File: src/rtl/rtc_calendar_core.sv
module rtc_calendar_core #(
  parameter int unsigned UIP_LEAD = 12200,
  parameter int unsigned AW       = 4
) (
  input  logic          clk,
  input  logic          rst_n,
  input  logic          upd_i,
  input  logic          we_i,
  input  logic [AW-1:0] addr_i,
  input  logic [7:0]    wdata_i,
  output logic [7:0]    rdata_o,
  output logic          uip_o
);

  localparam int unsigned CW = (UIP_LEAD > 1) ? $clog2(UIP_LEAD) : 1;
  localparam logic [CW-1:0] LAST = CW'(UIP_LEAD - 1);
  localparam logic [AW-1:0] A_SEC  = AW'(0);
  localparam logic [AW-1:0] A_MIN  = AW'(1);
  localparam logic [AW-1:0] A_HR   = AW'(2);
  localparam logic [AW-1:0] A_DOW  = AW'(3);
  localparam logic [AW-1:0] A_DOM  = AW'(4);
  localparam logic [AW-1:0] A_MON  = AW'(5);
  localparam logic [AW-1:0] A_YR   = AW'(6);
  localparam logic [AW-1:0] A_CTRL = AW'(7);
  localparam logic [AW-1:0] A_STAT = AW'(8);

  function automatic logic [6:0] dec(input logic [7:0] b, input logic bin);
    return bin ? b[6:0] : 7'(7'(b[7:4]) * 7'd10 + 7'(b[3:0]));
  endfunction

  function automatic logic [7:0] enc(input logic [6:0] v, input logic bin);
    logic [6:0] t;
    t = v / 7'd10;
    return bin ? {1'b0, v} : {t[3:0], 4'(v - t * 7'd10)};
  endfunction

  function automatic logic [4:0] hdec(input logic [7:0] b, input logic bin, input logic h24);
    logic [6:0] v;
    if (h24) begin
      v = dec(b, bin);
      return v[4:0];
    end
    v = dec({1'b0, b[6:0]}, bin);
    if (v == 7'd12) return b[7] ? 5'd12 : 5'd0;
    return b[7] ? 5'(v + 7'd12) : v[4:0];
  endfunction

  function automatic logic [7:0] henc(input logic [4:0] h, input logic bin, input logic h24);
    logic [4:0] h12;
    logic [7:0] e;
    if (h24) return enc({2'b0, h}, bin);
    h12 = (h == 5'd0) ? 5'd12 : ((h > 5'd12) ? h - 5'd12 : h);
    e   = enc({2'b0, h12}, bin);
    return {(h >= 5'd12), e[6:0]};
  endfunction

  function automatic logic [4:0] dim(input logic [3:0] m, input logic [6:0] y);
    case (m)
      4'd2:                   return (y[1:0] == 2'd0) ? 5'd29 : 5'd28;
      4'd4, 4'd6, 4'd9, 4'd11: return 5'd30;
      default:                return 5'd31;
    endcase
  endfunction

  logic          set_q, bin_q, h24_q;
  logic          pend_q, uip_q;
  logic [CW-1:0] cnt_q;
  logic [6:0]    i_sec, i_min, i_yr;
  logic [4:0]    i_hr, i_dom;
  logic [2:0]    i_dow;
  logic [3:0]    i_mon;
  logic [7:0]    u_q [7];

  wire ctrl_wr = we_i && (addr_i == A_CTRL);
  wire frz_n   = ctrl_wr ? wdata_i[7] : set_q;
  wire reload  = ctrl_wr && set_q && !wdata_i[7];
  wire live_wr = we_i && !set_q;
  wire xfer    = pend_q && (cnt_q == LAST);
  wire load_u  = xfer && !frz_n && !reload;

  logic [6:0] n_sec, n_min, n_yr;
  logic [4:0] n_hr, n_dom;
  logic [2:0] n_dow;
  logic [3:0] n_mon;
  logic       c_s, c_m, c_h, c_d, c_mo;

  always_comb begin
    c_s   = i_sec >= 7'd59;
    c_m   = c_s && (i_min >= 7'd59);
    c_h   = c_m && (i_hr >= 5'd23);
    c_d   = c_h && (i_dom >= dim(i_mon, i_yr));
    c_mo  = c_d && (i_mon >= 4'd12);
    n_sec = c_s ? 7'd0 : i_sec + 7'd1;
    n_min = c_s ? (c_m ? 7'd0 : i_min + 7'd1) : i_min;
    n_hr  = c_m ? (c_h ? 5'd0 : i_hr + 5'd1) : i_hr;
    n_dow = c_h ? ((i_dow >= 3'd7) ? 3'd1 : i_dow + 3'd1) : i_dow;
    n_dom = c_h ? (c_d ? 5'd1 : i_dom + 5'd1) : i_dom;
    n_mon = c_d ? (c_mo ? 4'd1 : i_mon + 4'd1) : i_mon;
    n_yr  = c_mo ? ((i_yr >= 7'd99) ? 7'd0 : i_yr + 7'd1) : i_yr;
  end

  logic [7:0] enc_n [7];
  always_comb begin
    enc_n[0] = enc(n_sec, bin_q);
    enc_n[1] = enc(n_min, bin_q);
    enc_n[2] = henc(n_hr, bin_q, h24_q);
    enc_n[3] = enc({4'b0, n_dow}, bin_q);
    enc_n[4] = enc({2'b0, n_dom}, bin_q);
    enc_n[5] = enc({3'b0, n_mon}, bin_q);
    enc_n[6] = enc(n_yr, bin_q);
  end

  logic [6:0] wd, r_sec, r_min, r_dow, r_dom, r_mon, r_yr;
  logic [4:0] wh, r_hr;
  always_comb begin
    wd    = dec(wdata_i, bin_q);
    wh    = hdec(wdata_i, bin_q, h24_q);
    r_sec = dec(u_q[0], wdata_i[0]);
    r_min = dec(u_q[1], wdata_i[0]);
    r_hr  = hdec(u_q[2], wdata_i[0], wdata_i[1]);
    r_dow = dec(u_q[3], wdata_i[0]);
    r_dom = dec(u_q[4], wdata_i[0]);
    r_mon = dec(u_q[5], wdata_i[0]);
    r_yr  = dec(u_q[6], wdata_i[0]);
  end

  always_ff @(posedge clk) begin
    if (!rst_n) begin
      set_q <= 1'b0;
      bin_q <= 1'b0;
      h24_q <= 1'b1;
    end else if (ctrl_wr) begin
      set_q <= wdata_i[7];
      bin_q <= wdata_i[0];
      h24_q <= wdata_i[1];
    end
  end

  always_ff @(posedge clk) begin
    if (!rst_n) begin
      pend_q <= 1'b0;
      uip_q  <= 1'b0;
      cnt_q  <= '0;
    end else if (upd_i && !pend_q) begin
      pend_q <= 1'b1;
      uip_q  <= !frz_n;
      cnt_q  <= '0;
    end else if (pend_q) begin
      if (xfer) begin
        pend_q <= 1'b0;
        uip_q  <= 1'b0;
      end else begin
        cnt_q <= cnt_q + CW'(1);
        if (frz_n) uip_q <= 1'b0;
      end
    end
  end

  always_ff @(posedge clk) begin
    if (!rst_n) begin
      i_sec <= 7'd0;
      i_min <= 7'd0;
      i_hr  <= 5'd0;
      i_dow <= 3'd1;
      i_dom <= 5'd1;
      i_mon <= 4'd1;
      i_yr  <= 7'd0;
    end else if (reload) begin
      i_sec <= r_sec;
      i_min <= r_min;
      i_hr  <= r_hr;
      i_dow <= r_dow[2:0];
      i_dom <= r_dom[4:0];
      i_mon <= r_mon[3:0];
      i_yr  <= r_yr;
    end else begin
      if (xfer) begin
        i_sec <= n_sec;
        i_min <= n_min;
        i_hr  <= n_hr;
        i_dow <= n_dow;
        i_dom <= n_dom;
        i_mon <= n_mon;
        i_yr  <= n_yr;
      end
      if (live_wr) begin
        case (addr_i)
          A_SEC:   i_sec <= wd;
          A_MIN:   i_min <= wd;
          A_HR:    i_hr  <= wh;
          A_DOW:   i_dow <= wd[2:0];
          A_DOM:   i_dom <= wd[4:0];
          A_MON:   i_mon <= wd[3:0];
          A_YR:    i_yr  <= wd;
          default: ;
        endcase
      end
    end
  end

  always_ff @(posedge clk) begin
    if (!rst_n) begin
      u_q[0] <= 8'h00;
      u_q[1] <= 8'h00;
      u_q[2] <= 8'h00;
      u_q[3] <= 8'h01;
      u_q[4] <= 8'h01;
      u_q[5] <= 8'h01;
      u_q[6] <= 8'h00;
    end else begin
      if (load_u)
        for (int k = 0; k < 7; k++) u_q[k] <= enc_n[k];
      if (we_i && (addr_i < A_CTRL))
        u_q[addr_i[2:0]] <= wdata_i;
    end
  end

  always_comb begin
    case (addr_i)
      A_SEC, A_MIN, A_HR, A_DOW, A_DOM, A_MON, A_YR: rdata_o = u_q[addr_i[2:0]];
      A_CTRL:  rdata_o = {set_q, 5'b0, h24_q, bin_q};
      A_STAT:  rdata_o = {uip_q, 7'b0};
      default: rdata_o = 8'h00;
    endcase
  end

  assign uip_o = uip_q;

endmodule

File: config.mk
export PLATFORM = sky130hd
export DESIGN_NAME = rtc_calendar_core
export DESIGN_NICKNAME = d
export VERILOG_FILES = /design/src/rtl/rtc_calendar_core.sv
export SDC_FILE = /design/constraint.sdc
export NUM_CORES = 1
export LEC_CHECK = 0
export BUFFER_PORTS_ARGS = -buffer_cell sky130_fd_sc_hd__clkbuf_2
export CAP_MARGIN = 20
export CORE_MARGIN = 2
export CORE_UTILIZATION = 44
export CTS_CLUSTER_DIAMETER = 60
export DETAILED_ROUTE_END_ITERATION = 8
export GPL_ROUTABILITY_DRIVEN = 0
export HOLD_SLACK_MARGIN = 0.12
export SLEW_MARGIN = 5
export SYNTH_ARGS = -nofsm -noshare
export SYNTH_HDL_FRONTEND = slang
export SYNTH_SLANG_ARGS = --single-unit
File: constraint.sdc
create_clock -name clk -period 17.4 [get_ports clk]
set_input_delay 2.61 -clock clk [delete_from_list [all_inputs] [get_ports clk]]
set_output_delay 2.61 -clock clk [all_outputs]
set_load 0.1 [all_outputs]
==> reports/results.ini <==
[synthesis]
synth_edf_count = 56
ys_seq_elements = 113
ys.flop_type = dfxtp_1
synth.cell_area_mm2 = 0.01127
async_flop_share_pct = 0
syn-num-nets = 1534
synth_seq_area_share_pct = 25.05
synth_cell_types = 89
syn_inst = 1415
yosys_warnings = 0
avgSynthCellArea_um2 = 7.963

[clocking]
cts.clk_slew.worst_paths_ns = 0.07
cts_buffers = 17
clock_latency_ns = 0.43
postCtsSetupBuffers = 0
cts_sinks = 113
cts-htree-levels = 4
cts_max_path_buffers = 2
cts_resized = 0
ctsHoldBuffers = 0
root_buffer = clkbuf_16
cts_tree = done

[grt]
grt_pass1_wl_um = 56950
grt_start_max_net_pins = 64
grt_overflow_total = 0
antenna_found_initial = 0
grt_pass1_vias = 9957
track_usage_pct = 27.89

[setup_path]
r2r_end = u_q[2][2]
worstPathArrival_ns = 7.71
max_stage_delay_ns = 0.92
critPathCaptureType = register
start_kind = register
reg2reg_depth = 26
cp_slowest_cell = a221oi_2
rrSetupSlack_ns = 9.94
path_common_cell = ha_1
crit_fanout = 19
required_ns = 17.64
r2r_start = i_sec[0]
path_class = register to register

[timing]
finalHoldViolations = 0
setup_viol = 0
max_freq_mhz = 134.0
rsz0062_at_grt = false
slew_headroom_pct = 32.36
slew_viol_final = 0
finalCritPeriodShare_pct = 42.88
clock_skew_ns = 0.01696
fin_crit_ns = 7.461
tightest_slew_ns = 1.015
finalSetupTns_ns = 0

[job]
max_cap_violations = 0

[finish]
diodes = 0
stdcell_count = 1745
final_layout_size_suffix_gt1_share_pct = 9.611
synthToLayoutAreaGrowth_pct = 8.340
layout_common_cells = nor2_1 (168), nand2_1 (161), a21oi_1 (101)
final_common_cell = nor2_1
nets = 1521

[route]
via_per_inst = 6.202
antenna_left = 0
dr.pass1.iters = 6
vias = 10820
routedWlPerCell_um = 21.19
drc_errors = 0
finalWirelength_um = 36980
dr.first_iter.drc_count = 1188

[worst_hold_path]
holdPathStages = 2
hold_path_class = register to register
holdPathEnd = cnt_q[8]
min_from = cnt_q[8]

[pwr]
ir_drop_mv = 0.06123
p_leak_nw = 4.738
power_density_mw_per_mm2 = 66.06

[floorplanning]
rows = 58
fp.dieW_um = 164.0
start_util_pct = 44.74
die_h_um = 164.0
core_mm2 = 0.02518
dieArea_mm2 = 0.02690
boundaryPins = 25

[placement]
numPortBuffers = 24
detailed_place_hpwl_um = 27060
dp_cells = 1711

[status]
outcome = finished clean

[flip-flops by register name, indices dropped and copies added (netlist names)]
name,count
i_min,7
uip_o,1
i_mon,4
cnt_q,14
h24_q,1
bin_q,1
i_hr,5
i_yr,7
set_q,1
i_dow,3
pend_q,1
i_dom,5
u_q,56
i_sec,7
[worst max-delay path, delay by kind of cell, from the launching register on]
kind	cells	cell delay, ns
compound gates	8	2.68
fa+ha+maj	7	1.92
simple gates	5	1.32
mux	2	0.69
flops	1	0.39
buf+inv	4	0.28
[layout make-up]
class,count,area [um^2]
clock inverter,14,116.4
sequential,113,2824
clock buffer,18,450.4
multi-input combinational,1150,7838
fill,2491,12970
tap,330,412.9
inverter,72,270.3
timing repair buffer,48,295.3
[cells by family (layout without fill, tap and decap cells)]
| group | after synthesis | count (layout) | share of synthesized area, % |
|---|---|---|---|
| buffers and inverters | 152 | 152 | 5.475 |
| AND/OR/NAND/NOR | 534 | 534 | 22.37 |
| flip-flops | 113 | 113 | 25.05 |
| adder cells (fa/ha/maj) | 104 | 104 | 12.67 |
| multiplexers | 47 | 47 | 5.464 |
| AO/OA/AOI/OAI | 408 | 408 | 24.54 |
| XOR/XNOR | 57 | 57 | 4.431 |
[where the power goes]
part           leakage [nW]  internal, mW  switching [mW]  total [mW]
sequential             1.01         0.289          0.0157       0.305
clock                 0.287         0.195           0.146       0.341
combinational          3.44        0.0572           0.103       0.160
total                  4.74         0.542           0.265       0.806
[how the worst max path moves through the flow]
stage / startpoint / to / slack, ns / depth (start not counted)
4_1_cts: i_sec[0] / u_q[2][2] / 10.02 / 26
3_3_place_gp: i_sec[0] / u_q[2][2] / 10.29 / 26
6_report: i_sec[0] / u_q[2][2] / 9.94 / 26
3_5_place_dp: i_sec[0] / u_q[2][2] / 10.03 / 23
2_1_floorplan: addr_i[0] / rdata_o[4] / 8.90 / 5
5_1_grt: i_sec[0] / u_q[2][2] / 9.42 / 26
[cell usage after synthesis (5+ instances only)]
| cell | count | area [um^2] |
|---|---|---|
| a311oi_1 | 6 | 52.55 |
| nand2b_1 | 15 | 93.84 |
| nor4_1 | 8 | 50.05 |
| nand2_1 | 161 | 604.3 |
| buf_1 | 5 | 18.77 |
| mux2_2 | 6 | 67.56 |
| a211oi_1 | 61 | 457.9 |
| o21ai_0 | 75 | 375.4 |
| buf_4 | 5 | 37.54 |
| mux4_2 | 11 | 247.7 |
| nor2b_1 | 20 | 125.1 |
| edfxtp_1 | 56 | 1682 |
| a31o_2 | 5 | 43.79 |
| ha_1 | 86 | 1076 |
| o221ai_1 | 5 | 43.79 |
| nand3_1 | 35 | 175.2 |
| fa_1 | 17 | 340.3 |
| xnor2_1 | 31 | 271.5 |
| and2_1 | 24 | 150.1 |
| a21oi_1 | 102 | 510.5 |
| o211ai_1 | 16 | 120.1 |
| nor2_1 | 168 | 630.6 |
| nand4_1 | 11 | 68.82 |
| or2_2 | 10 | 62.56 |
| and3_1 | 11 | 68.82 |
| nor3_1 | 36 | 180.2 |
| mux2i_1 | 30 | 300.3 |
| or3_1 | 6 | 37.54 |
| inv_1 | 67 | 251.5 |
| a21o_1 | 18 | 135.1 |
| o31a_1 | 6 | 52.55 |
| a22o_1 | 7 | 61.31 |
| xor2_1 | 26 | 227.7 |
| dfxtp_1 | 57 | 1141 |
| a31oi_1 | 17 | 106.4 |
| a2111oi_0 | 5 | 43.79 |
| clkbuf_1 | 63 | 236.5 |
| or4_1 | 5 | 37.54 |
| o31ai_1 | 25 | 187.7 |
[stage by stage]
| step | util (%) | hold WS [ns] | setup slack, ns | total power, mW | area (um^2) |
|---|---|---|---|---|---|
| CTS | 48.42 | 0.5103 | 10.02 | 0.8070 | 12190 |
| global placement | 46.15 | 0.4868 | 10.29 | 0.4638 | 11620 |
| detailed placement | 46.17 | 0.5008 | 10.03 | 0.4667 | 11630 |
| finish | 48.47 | 0.5072 | 9.939 | 0.8064 | 12210 |
| floorplan | - | 0.4700 | 8.898 | 0.4197 | 11270 |
| global route | 48.47 | 0.5294 | 9.417 | 0.8382 | 12210 |
[metal layers]
layer	part of all wire, %	vias up	global-route usage (%)
li1	-	5156	-
met1	45	5186	39.45
met2	43	429	42.21
met3	8.9	51	5.859
met4	2.8	0	9.370
met5	0	-	0
Note: power is estimated with default switching activity, not from simulation.
